<file path="config.mk">
export PLATFORM = sky130hd
export DESIGN_NAME = ctc_channel
export DESIGN_NICKNAME = d
export VERILOG_FILES = /design/src/rtl/ctc_pkg.sv /design/src/rtl/ctc_cfg.sv /design/src/rtl/ctc_track.sv /design/src/rtl/ctc_wave.sv /design/src/rtl/ctc_channel.sv
export SDC_FILE = /design/constraint.sdc
export NUM_CORES = 1
export LEC_CHECK = 0
export CAP_MARGIN = 20
export CORE_UTILIZATION = 57
export DETAILED_ROUTE_END_ITERATION = 8
export MAX_ROUTING_LAYER = met4
export PLACE_DENSITY = 0.79
export SLEW_MARGIN = 5
export SYNTH_ARGS = -nofsm -noshare
export SYNTH_HDL_FRONTEND = slang
export SYNTH_SLANG_ARGS = --single-unit
</file>
<file path="constraint.sdc">
create_clock -name clk -period 7.3 [get_ports clk]
set_clock_uncertainty 0.05 [all_clocks]
set_input_delay 1.46 -clock clk [delete_from_list [all_inputs] [get_ports clk]]
set_output_delay 1.46 -clock clk [all_outputs]
set_load 0.01 [all_outputs]
</file>
<file path="src/rtl/ctc_pkg.sv">
package ctc_pkg;

  typedef enum logic [2:0] {
    CM_TERM_HIGH  = 3'd0,
    CM_WINDOW     = 3'd1,
    CM_RATE       = 3'd2,
    CM_SQUARE     = 3'd3,
    CM_SOFT_STB   = 3'd4,
    CM_GATE_STB   = 3'd5,
    CM_RATE_ALT   = 3'd6,
    CM_SQUARE_ALT = 3'd7
  } ctc_mode_e;

  // fold the two alias codes onto the behaviour they copy
  function automatic ctc_mode_e fold_mode(input logic [2:0] code);
    case (code)
      3'd6:    return CM_RATE;
      3'd7:    return CM_SQUARE;
      default: return ctc_mode_e'(code);
    endcase
  endfunction

  function automatic logic gate_retriggers(input ctc_mode_e m);
    return (m == CM_WINDOW) || (m == CM_RATE) || (m == CM_SQUARE) ||
           (m == CM_GATE_STB);
  endfunction

endpackage

</file>
<file path="src/rtl/ctc_cfg.sv">
module ctc_cfg
  import ctc_pkg::*;
#(
  parameter int  CNT_W    = 16,
  parameter bit  GATE_RST = 1'b1,
  localparam int LEN_W    = CNT_W + 1
) (
  input  logic             clk,
  input  logic             rst_n,
  input  logic             gate,
  input  logic             load_fire,
  input  logic [2:0]       load_mode,
  input  logic [CNT_W-1:0] load_count,
  output logic [LEN_W-1:0] len_q,
  output logic [2:0]       mode_q,
  output logic             restart
);

  localparam logic [LEN_W-1:0] FULL_LEN = {1'b1, {CNT_W{1'b0}}};

  logic gate_q;
  logic gate_rise;

  assign gate_rise = gate & ~gate_q;
  assign restart   = load_fire | (gate_rise & gate_retriggers(fold_mode(mode_q)));

  always_ff @(posedge clk) begin
    if (!rst_n) begin
      len_q  <= FULL_LEN;
      mode_q <= 3'd3;
      gate_q <= GATE_RST;
    end else begin
      gate_q <= gate;
      if (load_fire) begin
        len_q  <= (load_count == '0) ? FULL_LEN : {1'b0, load_count};
        mode_q <= load_mode;
      end
    end
  end

endmodule

</file>
<file path="src/rtl/ctc_track.sv">
module ctc_track #(
  parameter int  CNT_W = 16,
  localparam int LEN_W = CNT_W + 1
) (
  input  logic             clk,
  input  logic             rst_n,
  input  logic             restart,
  input  logic             tick,
  input  logic [LEN_W-1:0] len,
  input  logic [LEN_W-1:0] load_len,
  output logic [LEN_W-1:0] el_nx,
  output logic [LEN_W-1:0] ph_nx,
  output logic [LEN_W-1:0] ph_q,
  output logic [LEN_W-1:0] ph2_q,
  output logic [CNT_W-1:0] lin_q
);

  logic [LEN_W-1:0] el_q;
  logic [LEN_W-1:0] ph2_nx;
  logic [CNT_W-1:0] lin_nx;
  logic [LEN_W-1:0] el_cap;
  logic [LEN_W:0]   dbl_a;
  logic [LEN_W:0]   dbl_b;
  logic [LEN_W:0]   len_x;

  assign el_cap = len + 1'b1;
  assign len_x  = {1'b0, len};

  always_comb begin
    dbl_a = {1'b0, ph2_q} + 2'd2;
    if (dbl_a >= len_x) dbl_a = dbl_a - len_x;
    dbl_b = dbl_a;
    if (dbl_b >= len_x) dbl_b = dbl_b - len_x;
  end

  always_comb begin
    el_nx  = el_q;
    ph_nx  = ph_q;
    ph2_nx = ph2_q;
    lin_nx = lin_q;
    if (restart) begin
      el_nx  = '0;
      ph_nx  = '0;
      ph2_nx = '0;
      lin_nx = load_len[CNT_W-1:0];
    end else if (tick) begin
      el_nx  = (el_q == el_cap) ? el_q : el_q + 1'b1;
      ph_nx  = (ph_q + 1'b1 == len) ? '0 : ph_q + 1'b1;
      ph2_nx = dbl_b[LEN_W-1:0];
      lin_nx = lin_q - 1'b1;
    end
  end

  always_ff @(posedge clk) begin
    if (!rst_n) begin
      el_q  <= '0;
      ph_q  <= '0;
      ph2_q <= '0;
      lin_q <= '0;
    end else begin
      el_q  <= el_nx;
      ph_q  <= ph_nx;
      ph2_q <= ph2_nx;
      lin_q <= lin_nx;
    end
  end

endmodule

</file>
<file path="src/rtl/ctc_wave.sv">
module ctc_wave
  import ctc_pkg::*;
#(
  parameter int  CNT_W = 16,
  localparam int LEN_W = CNT_W + 1
) (
  input  logic             clk,
  input  logic             rst_n,
  input  logic             advance,
  input  ctc_mode_e        mode,
  input  logic [LEN_W-1:0] len,
  input  logic [LEN_W-1:0] el_nx,
  input  logic [LEN_W-1:0] ph_nx,
  output logic             out_q
);

  logic [LEN_W:0] half;
  logic           lvl_nx;

  assign half = ({1'b0, len} + 1'b1) >> 1;

  always_comb begin
    case (mode)
      CM_TERM_HIGH:           lvl_nx = (el_nx >= len);
      CM_WINDOW:              lvl_nx = (el_nx < len);
      CM_RATE:                lvl_nx = (ph_nx == '0) && (el_nx != '0);
      CM_SQUARE:              lvl_nx = ({1'b0, ph_nx} < half);
      CM_SOFT_STB,
      CM_GATE_STB:            lvl_nx = (el_nx == len);
      default:                lvl_nx = 1'b0;
    endcase
  end

  always_ff @(posedge clk) begin
    if (!rst_n)       out_q <= 1'b1;
    else if (advance) out_q <= lvl_nx;
  end

endmodule

</file>
<file path="src/rtl/ctc_channel.sv">
module ctc_channel
  import ctc_pkg::*;
#(
  parameter int CNT_W    = 16,
  parameter bit GATE_RST = 1'b1
) (
  input  logic             clk,
  input  logic             rst_n,
  input  logic             tick,
  input  logic             gate,
  input  logic             load_valid,
  output logic             load_ready,
  input  logic [2:0]       load_mode,
  input  logic [CNT_W-1:0] load_count,
  output logic             out,
  output logic [CNT_W-1:0] count
);

  localparam int LEN_W = CNT_W + 1;
  localparam logic [LEN_W-1:0] FULL_LEN = {1'b1, {CNT_W{1'b0}}};

  logic             load_fire;
  logic [LEN_W-1:0] len_q;
  logic [2:0]       mode_q;
  logic             restart;
  logic [LEN_W-1:0] load_len;
  logic [LEN_W-1:0] len_eff;
  ctc_mode_e        mode_eff;
  logic [LEN_W-1:0] el_nx;
  logic [LEN_W-1:0] ph_nx;
  logic [LEN_W-1:0] ph_q;
  logic [LEN_W-1:0] ph2_q;
  logic [CNT_W-1:0] lin_q;
  logic [LEN_W-1:0] rate_left;
  logic [LEN_W-1:0] sq_left;

  assign load_ready = 1'b1;
  assign load_fire  = load_valid & load_ready;

  ctc_cfg #(.CNT_W(CNT_W), .GATE_RST(GATE_RST)) u_cfg (
    .clk        (clk),
    .rst_n      (rst_n),
    .gate       (gate),
    .load_fire  (load_fire),
    .load_mode  (load_mode),
    .load_count (load_count),
    .len_q      (len_q),
    .mode_q     (mode_q),
    .restart    (restart)
  );

  // the value and behaviour used from the restart onwards
  assign load_len = (load_count == '0) ? FULL_LEN : {1'b0, load_count};
  assign len_eff  = load_fire ? load_len : len_q;
  assign mode_eff = load_fire ? fold_mode(load_mode) : fold_mode(mode_q);

  ctc_track #(.CNT_W(CNT_W)) u_track (
    .clk      (clk),
    .rst_n    (rst_n),
    .restart  (restart),
    .tick     (tick),
    .len      (len_eff),
    .load_len (len_eff),
    .el_nx    (el_nx),
    .ph_nx    (ph_nx),
    .ph_q     (ph_q),
    .ph2_q    (ph2_q),
    .lin_q    (lin_q)
  );

  ctc_wave #(.CNT_W(CNT_W)) u_wave (
    .clk     (clk),
    .rst_n   (rst_n),
    .advance (restart | tick),
    .mode    (mode_eff),
    .len     (len_eff),
    .el_nx   (el_nx),
    .ph_nx   (ph_nx),
    .out_q   (out)
  );

  assign rate_left = len_q - ph_q;
  assign sq_left   = len_q - ph2_q;

  always_comb begin
    case (fold_mode(mode_q))
      CM_RATE:   count = rate_left[CNT_W-1:0];
      CM_SQUARE: count = sq_left[CNT_W-1:0];
      default:   count = lin_q;
    endcase
  end

endmodule

</file>
Yosys cells after proc, flatten, opt, wreduce, memory -nomap -nowiden
Cells that the tools add are included.
{ "totals": {"out_inout_bits": 18, "regBits": 89, "elab_cells": 73, "inputBits": 24} }
{ "classes": {"n_mux": 17, "n_lt_le_gt_ge": 5, "n_eq_ne": 16, "n_bitwise": 6, "add_sub_neg": 10, "reduce_logical": 11} }
{ "op_table": {"columns": ["operator", "count"], "rows": [
  ["2-to-1 mux 17 bit", 9],
  ["adder 17 x 1 -> 17 bit (second input constant)", 3],
  ["equality test 17 bit", 3],
  [">= comparator 18 x 17 -> 1 bit", 2],
  ["< comparator 17 bit", 2],
  ["2-to-1 mux 16 bit", 2],
  ["case mux 16 bit (2 select lines)", 1],
  ["subtractor 16 bit", 2],
  ["equality test 3 bit (second input constant)", 7],
  ["adder 17 x 1 -> 18 bit (second input constant)", 1],
  ["adder 17 x 2 -> 18 bit (second input constant)", 1],
  ["2-to-1 mux 18 bit", 1],
  ["subtractor 18 x 17 -> 18 bit", 1],
  [">= comparator 17 bit", 1],
  ["zero test 17 bit", 1],
  ["nonzero test 17 bit", 1],
  ["subtractor 17 bit", 1],
  ["zero test 16 bit", 1],
  ["subtractor 16 x 1 -> 16 bit (second input constant)", 1],
  ["equality test 3 x 2 -> 1 bit (second input constant)", 4],
  ["case mux 3 bit (2 select lines)", 2],
  ["equality test 3 x 1 -> 1 bit (second input constant)", 2],
  ["case mux 1 bit (5 select lines)", 1],
  ["OR reduction 2 bit", 2],
  ["8 further kinds", 13]
]} }

Logic depth before layout (Yosys ltp)
Gate-level depths: netlist (run 1).
{ "depth": {"depth_word": 12, "mapped_depth": 32, "mapped_depth_nobuf": 28} }

Cells and area by module
A second synthesis (run 1) with hierarchy kept.
{ "unflattened": {"hier_cells": 1455, "area_unflattened_um2": 10864.2} }
{ "by_module_without_submodules": {"columns": ["module", "area_each_um2", "cells_per_inst", "seq_area_each_um2", "n_inst"], "rows": [
  ["ctc_track", 7368.3, 1017, 1341.3, 1],
  ["ctc_channel", 1418.9, 198, 0.0, 1],
  ["ctc_wave", 1213.7, 164, 20.0, 1],
  ["ctc_cfg", 863.3, 76, 420.4, 1]
]} }

Worst setup path after synthesis (run 1)
OpenSTA, ideal clock, no wires.
{ "synth_path": {"path_type": "input to register", "start": "input port load_valid", "end": "register u_track.ph2_q[10]", "cell_stages": 30, "setup_ps": 132, "slack_ps": -293, "required_ps": 7118, "arrival_time_ps": 7410, "path_cell_list": "buf_6 > buf_6 > buf_6 > buf_2 > mux2i_1 > fa_1 > a21o_1 > a21oi_1 > o221ai_1 > a21oi_1 > o21ai_0 > o211ai_1 > nand3_1 > clkbuf_1 > clkbuf_1 > nor2_1 > a21oi_1 > ha_1 > nor2b_1 > o21ai_0 > a21boi_0 > o21ai_0 > a21oi_1 > a221o_1 > a211o_1 > a21oi_1 > o21ai_1 > buf_2 > mux2i_1 > a21oi_1"} }
{ "synth_via": {"elab_chain_len": 5, "elab_cells_between_ends": 9, "classes_between": "add/sub (2); order compare (2); mux (3); bitwise (1); reduce/logical (1)"} }
{ "synth_lines": {"columns": ["item", "line", "rtl"], "rows": [
  ["start: declaration", "ctc_channel.sv:11", "input logic load_valid,"],
  ["2-to-1 mux 17 bit", null, null],
  ["subtractor 18 x 17 -> 18 bit / >= comparator 18 x 17 -> 1 bit (equally long branches)", "ctc_track.sv:31", "if (dbl_a >= len_x) dbl_a = dbl_a - len_x;"],
  ["2-to-1 mux 18 bit", "ctc_track.sv:31", null],
  ["subtractor 17 bit / >= comparator 18 x 17 -> 1 bit (equally long branches)", "ctc_track.sv:33", "if (dbl_b >= len_x) dbl_b = dbl_b - len_x;"],
  ["2-to-1 mux 17 bit", "ctc_track.sv:33", null],
  ["end signal: assignment", "ctc_track.sv:63", "ph2_q <= ph2_nx;"],
  ["end: declaration", "ctc_track.sv:14", "output logic [LEN_W-1:0] ph2_q,"]
]} }
Parallel ways exist; a longest one is shown, timed or not.
A chain may end at the register's enable or synchronous reset.

Final worst setup path (run 1)
{ "layout_path": {"start": "input port load_count[0]", "end": "register u_wave.out_q"} }
{ "layout_via": {"elab_chain_len": 11, "elab_cells_between_ends": 21, "classes_between": "add/sub (2); order compare (3); eq/ne (3); mux (9); reduce/logical (4)"} }
{ "layout_lines": {"columns": ["item", "line", "rtl"], "rows": [
  ["start: declaration", "ctc_channel.sv:14", "input logic [CNT_W-1:0] load_count,"],
  ["zero test 16 bit", "ctc_channel.sv:53", "assign load_len = (load_count == '0) ? FULL_LEN : {1'b0, load_count};"],
  ["2-to-1 mux 17 bit *", "ctc_channel.sv:53", null],
  ["2-to-1 mux 17 bit *", null, null],
  ["net len_eff[0]", "ctc_channel.sv:27", "logic [LEN_W-1:0] len_eff;"],
  ["adder 17 x 1 -> 17 bit *", "ctc_track.sv:26", "assign el_cap = len + 1'b1;"],
  ["equality test 17 bit *", "ctc_track.sv:47", "el_nx = (el_q == el_cap) ? el_q : el_q + 1'b1;"],
  ["2-to-1 mux 17 bit *", "ctc_track.sv:47", null],
  ["2-to-1 mux 17 bit *", "ctc_track.sv:46", "end else if (tick) begin"],
  ["2-to-1 mux 17 bit *", "ctc_track.sv:41", "if (restart) begin"],
  ["net el_nx[10]", "ctc_channel.sv:29", "logic [LEN_W-1:0] el_nx;"],
  ["parallel branches: the longest is 2 deep, another holds < comparator 17 bit", null, null],
  ["case mux 1 bit (5 select lines) *", "ctc_wave.sv:23", "case (mode)"],
  ["end signal: assignment", "ctc_wave.sv:36", "else if (advance) out_q <= lvl_nx;"],
  ["end: declaration", "ctc_wave.sv:14", "output logic out_q"]
]} }
Mark *: on every way through the listed nets, which the timed path passes.

==> key figures, run 1 <==
Status
  • Outcome: finished, final reports clean

STA
  • Fin Hold WS: 0.456 ns
  • Fraction of the cycle the final worst path needs: 95.5%
  • RSZ-0062 raised after global routing: no
  • Final Max Tran Viols: 0
  • Slew HR: 31.5%
  • Final Critical Period: 6.97 ns
  • Worst slew pin tran: 1.03 ns
  • Fmax: 0.143 GHz
  • Final worst setup slack: 0.325 ns
  • Final setup vio count: 0
  • Final Hold Fails: 0

Floorplanning
  • IO Pins: 42
  • Row cnt: 47
  • Die width: 132 um
  • Die Ht: 132 um
  • Die ar.: 17400 um2
  • Initial Utilization: 58.1%
  • Placeable core area: 16500 um2

Clock tree
  • Post-CTS setup buffer count: 0
  • CTS tree: yes
  • Max clock buf depth: 2
  • Clock root cell: clkbuf_16
  • Clk pin slew, worst setup/hold paths: 0.07 ns
  • # resized after CTS: 0
  • # hold bufs at CTS: 0
  • Clock sink count: 89
  • CTS buffer count: 9
  • CTS H-Tree Depth: 3
  • Skew-Pair Late Insertion Delay: 0.36 ns

Power and ir drop
  • Peak VDD IR: 0.136 mV
  • Seq pwr share: 26.4%
  • Internal: 1290 uW
  • Pleak: 0.00475 uW
  • Sw Ratio: 37.4%
  • Clock Power Share: 25.5%
  • Combinational share of power: 48.1%
  • PD cells: 190 nW/um2
  • Net Sw Power: 773 uW

Yosys
  • Synth top area share: 18.6%
  • Ys async rst share: 0%
  • Syn Area/Cell: 7.92 um2
  • Seq/Total Area, Yosys: 18.6%
  • Area leader, netlist: dfxtp_1
  • Synthesized area: 9600 um2
  • Top post-synthesis cells by area: dfxtp_1 (19%), ha_1 (11%), xnor2_1 (7.6%), xor2_1 (4.6%), a21oi_1 (4.1%)
  • Synthesized Nets: 1326
  • #FFs+latches synth: 89
  • Top_reg_cell synth: dfxtp_1
  • Post-synth EDFFs: 0
  • Yosys cell types: 85
  • Warnings, synthesis: 0
  • Cells after synthesis: 1212

Placed design
  • DP HPWL: 24500 um
  • Routability congestion estimate: 1.00
  • Worst slack at placement: -0.135 ns
  • IO buf count: 40

Worst setup path
  • Slack of the worst reg-to-reg path: 1.00 ns
  • Crit-path max cell delay: 0.56 ns
  • Critical-path maximum fanout: 7
  • Critical path's slowest cell: clkdlybuf4s50_1
  • CP Class: in -> reg
  • Critical Path RT: 7.50 ns
  • Arrival time at the worst endpoint: 7.18 ns
  • CP endpoint kind: flip-flop
  • Startpoint Class: primary input

Hold path
  • Min-delay worst type: reg -> reg

Global route
  • Initial antenna violation count: 0
  • Grt ovf: 0
  • Largest net degree at the start of global routing: 62
  • Vias in the first global route: 9021
  • GRT Overall Usage: 38.2%
  • First-pass GRT wire length: 49900 um

Cells and area
  • Reg area: 1780 um2
  • Layout Utilization: 65.8%
  • Fraction of layout cells with a size suffix above 1: 11.3%
  • Layout Nets: 1384
  • # diodes: 0
  • Fillers: 1412
  • Area Growth Syn to Fin: 13.3%
  • Area taken by multi-input logic gates: 7430 um2

Route
  • Via count: 9608
  • Residual DRC count: 0
  • First DRT Iteration DRCs: 1046
  • Avg Vias per Cell: 6.43
  • Post-route ant nets: 0
  • Drt pass-1 iters: 6
  • Detailed-route wire length: 32100 um
  • Mean routed wirelength per cell: 21.4 um

Run
  • Max cap viols: 0
[power groups by stage]
stage                     sequential (uW)  clock (uW)  combinational (uW)
after detailed placement              553           0                 951
final                                 545         527                 994
after floorplan                       541           0                 647
after CTS                             543         532                 962
after global placement                553           0                 928
after global routing                  547         550                1070
[kinds of logic (layout without fill, tap and decap cells)]
family | count (synthesis) | in the layout | synth area share (%)
buffers and inverters | 105 | 168 | 4.65
xor gates and xnor gates | 141 | 141 | 14.0
adders and majority gates | 90 | 90 | 12.0
DFF | 89 | 89 | 18.6
AOI/OAI and AO/OA | 262 | 262 | 17.8
muxes | 67 | 67 | 7.82
and+or+nand+nor | 457 | 457 | 25.1
other | 1 | 1 | 0.0391
[flip-flops by register name, summed over array words and instances, names as in the netlist]
name / cells
u_track.el_q: 17
u_cfg.gate_q: 1
u_track.lin_q: 16
u_cfg.len_q: 17
u_cfg.mode_q: 3
u_track.ph2_q: 17
u_wave.out_q: 1
u_track.ph_q: 17
[synth_stat cells, drive strengths merged (4+ instances only)]
library cell,number
a2111oi,4
a22oi,8
a211oi,8
nand2b,15
a211o,4
nor2,99
a21oi,78
o211a,9
nor4,23
nand2,96
or3,9
dfxtp,89
mux2i,46
nand3,37
xor2,50
buf,16
o21a,6
a21o,25
inv,48
clkbuf,40
nor3,31
or2,8
a31oi,7
nor3b,4
mux2,21
ha,87
and3,23
nand4b,5
nor2b,24
xnor2,83
and4,5
o211ai,4
a21boi,5
nand4,27
o21ai,63
nand3b,12
or4,6
xnor3,6
o31ai,4
and2,29
[worst max-delay path, delay by kind of cell]
| kind | cells | cell delay [ns] |
|---|---|---|
| AOI/OAI and AO/OA | 9 | 1.95 |
| xor gates and xnor gates | 2 | 0.49 |
| adders and majority gates | 2 | 0.46 |
| buffers and inverters | 4 | 0.94 |
| muxes | 1 | 0.11 |
| and+or+nand+nor | 7 | 1.78 |
[per-stage QoR]
step / area (um2) / total power (uW) / std cells / setup TNS, ns
after detailed placement: 10500 / 1500 / 1479 / -1.37
after floorplan: 9610 / 1190 / 1212 / 0
final: 10900 / 2070 / 1495 / 0
after CTS: 10800 / 2040 / 1495 / 0
after global routing: 10900 / 2170 / 1495 / 0
after global placement: 10500 / 1480 / 1479 / 0
[layer usage]
layer	global-route usage, %	part of all wire, %	up-vias
met1	49.3	43	4504
met3	7.46	9.4	98
met5	-	0	-
met4	17.8	4.2	0
li1	-	-	4503
met2	57.2	43	503
[final cells by class]
class | instances | area share [%]
clock buffers | 11 | 2.23
flip-flops and latches | 89 | 16.4
well taps | 220 | 2.53
inverters | 49 | 1.70
multi-input cells | 1018 | 68.3
repair buffers | 103 | 8.05
clock inverters | 5 | 0.805
[path summary, 6_finish.rpt]
kind	from	endpoint	depth (start not counted)
hold reg to reg	u_cfg.mode_q[2]	u_cfg.mode_q[2]	2
setup / recovery	load_count[0]	u_wave.out_q	25
hold / removal	u_cfg.mode_q[2]	u_cfg.mode_q[2]	2
setup reg to reg	u_track.ph2_q[3]	u_track.ph2_q[8]	26
[cell usage in the layout (no fill, tap or decap), types with 10 or more instances in the layout]
master	count
nor2_1	99
nand2_1	96
dfxtp_1	89
ha_1	87
xnor2_1	83
a21oi_1	76
buf_4	62
o21ai_0	59
xor2_1	50
inv_1	45
clkdlybuf4s50_1	38
nand3_1	36
mux2i_1	35
nor3_1	31
and2_1	28
nand4_1	27
a21o_1	25
nor2b_1	24
and3_1	22
nor4_1	21
mux2_2	17
nand2b_1	15
nand3b_1	10
mux2i_2	10
(Power assumes the default switching activity.)
==> inputs of run 2 (changes only) <==
==> constraint.sdc (replaced) <==
create_clock -name clk -period 7.3 [get_ports clk]
set_clock_uncertainty 0.05 [all_clocks]
set_input_delay 2.19 -clock clk [delete_from_list [all_inputs] [get_ports clk]]
set_output_delay 2.19 -clock clk [all_outputs]
set_load 0.01 [all_outputs]
==> key figures, run 2 (synthesized netlist as in run 1, its figures left out) <==
Floorplanning
  • Die width: 132 um
  • Die ar.: 17400 um2
  • Placeable core area: 16500 um2
  • IO Pins: 42
  • Initial Utilization: 58.1%
  • Die Ht: 132 um
  • Row cnt: 47

STA
  • RSZ-0062 raised after global routing: yes
  • Fraction of the cycle the final worst path needs: 98.9%
  • Final worst setup slack: 0.0822 ns
  • Slew HR: 47.7%
  • Final setup vio count: 0
  • Fmax: 0.139 GHz
  • Final Max Tran Viols: 0
  • Worst slew pin tran: 0.784 ns
  • TNS Setup: 0 ns
  • Final Hold Fails: 0
  • Final Critical Period: 7.22 ns

Clock tree
  • Max clock buf depth: 2
  • CTS tree: yes
  • CTS H-Tree Depth: 3
  • Clock sink count: 89
  • CTS buffer count: 9
  • Clk pin slew, worst setup/hold paths: 0.07 ns
  • Skew-Pair Late Insertion Delay: 0.36 ns
  • # hold bufs at CTS: 0
  • Clock root cell: clkbuf_16

Route
  • Met2 Routed Length: 15100 um
  • First DRT Iteration DRCs: 1222
  • Drt pass-1 iters: 6
  • DRT met1 WL: 14700 um
  • Post-route ant nets: 0
  • Mean routed wirelength per cell: 21.1 um
  • Top sig layer: met4
  • DR WL met3: 3410 um
  • Avg Vias per Cell: 6.29
  • Via count: 10300
  • Residual DRC count: 0
  • Detailed-route wire length: 34500 um

Worst setup path
  • Arrival time at the worst endpoint: 7.42 ns
  • Critical Path RT: 7.50 ns
  • Critical-path maximum fanout: 7
  • Reg-to-Reg End: u_track.ph2_q[4]
  • Crit path launch: load_valid
  • CP endpoint kind: flip-flop
  • Slack of the worst reg-to-reg path: 1.07 ns
  • FF-to-FF Start: u_track.ph2_q[3]
  • CP Class: in -> reg
  • Crit path to: u_wave.out_q
  • Startpoint Class: primary input
  • Worst Reg-to-Reg Cells: 28

Global route
  • Largest net degree at the start of global routing: 41
  • Vias in the first global route: 9494
  • Initial antenna violation count: 0
  • Grt ovf: 0
  • GRT Overall Usage: 40.2%
  • First-pass GRT wire length: 52400 um

Placed design
  • DP HPWL: 26700 um
  • Dpl cells: 1596
  • Worst slack at placement: -0.587 ns
  • IO buf count: 40
  • Routability congestion estimate: 1.02

Power and ir drop
  • Design Power: 2240 uW
  • Peak VDD IR: 0.133 mV
  • Pleak: 0.00556 uW
  • Seq pwr share: 24.4%
  • PD cells: 183 nW/um2
  • Sw Ratio: 37.4%
  • Clock Power Share: 24.2%
  • Combinational share of power: 51.4%
  • Net Sw Power: 835 uW
  • Internal: 1400 uW

Hold path
  • Worst hold path depth: 2
  • Min-delay worst type: reg -> reg

Cells and area
  • Commonest non-fill, non-tap cell in the layout: buf_4
  • Layout Nets: 1523
  • Fillers: 1306
  • # diodes: 0
  • Reg area: 1780 um2
  • Area taken by multi-input logic gates: 7650 um2
  • Finished Layout Cells: 1634
  • Fraction of layout cells with a size suffix above 1: 22.6%
  • Area Growth Syn to Fin: 27.4%
  • Most frequent cells in the layout: buf_4 (193), nor2_1 (98), nand2_1 (96)

Run
  • Max cap viols: 0

Status
  • Outcome: finished, final reports clean
## run 2: repair_timing
| item | in CTS | in global routing |
|---|---|---|
| gates resized for setup | 5 | 73 |
| endpoints found under the setup margin | 18 | 18 |
| cloned | 0 | 1 |
| setup buffers | 2 | 19 |
| pin swaps | 3 | 36 |
## run 2: metrics by stage
stage	hold WS, ns	instance area, um2	util [%]
6_report	0.450	12200	74.0
5_1_grt	0.475	12200	74.0
4_1_cts	0.450	11800	71.4
3_5_place_dp	0.439	11400	69.2
3_3_place_gp	0.428	11400	69.2
2_1_floorplan	0.416	9720	-
## run 2: worst min path at each step
stage / from / to / slack [ns]
floorplan: u_cfg.mode_q[2] / u_cfg.mode_q[2] / 0.42
global placement: u_cfg.mode_q[2] / u_cfg.mode_q[2] / 0.43
detailed placement: u_cfg.mode_q[2] / u_cfg.mode_q[2] / 0.44
CTS: u_cfg.mode_q[2] / u_cfg.mode_q[2] / 0.45
global route: u_cfg.mode_q[2] / u_cfg.mode_q[2] / 0.47
finish: u_cfg.mode_q[2] / u_cfg.mode_q[2] / 0.45
## run 2: power groups by stage
stage	Sequential, uW	Clock [uW]	Combinational (uW)
global placement	554	0	1030
CTS	544	536	1070
detailed placement	555	0	1050
floorplan	541	0	669
finish	546	541	1150
global route	548	556	1230
## run 2: final cells by class
cell class	count	share of cell area, %
multi-input cells	1018	62.6
flip-flops and latches	89	14.6
clock inverters	6	0.736
repair buffers	242	16.4
well taps	220	2.25
inverters	49	1.57
clock buffers	10	1.95
## run 2: critical path, stage by stage
cell,delay (ns)
buf_12,0.12
buf_8,0.13
mux2_4,0.20
inv_2,0.04
a2111o_1,0.44
buf_6,0.15
and4bb_1,0.29
xnor3_1,0.32
nor4_2,0.27
and4_4,0.29
nand2b_4,0.15
mux2i_4,0.25
nor2_2,0.07
ha_1,0.30
nor2b_4,0.13
o21a_1,0.16
o21a_1,0.16
o21a_1,0.19
o21ai_2,0.19
a2111oi_4,0.11
o31ai_2,0.25
a211o_1,0.16
o211ai_1,0.11
or4_1,0.48
o31a_1,0.25
## run 2: layer usage
layer | GRT usage, % | vias to the layer above
met2 | 60.0 | 512
li1 | - | 4760
met3 | 6.96 | 96
met5 | - | -
met4 | 16.1 | 0
met1 | 53.7 | 4915
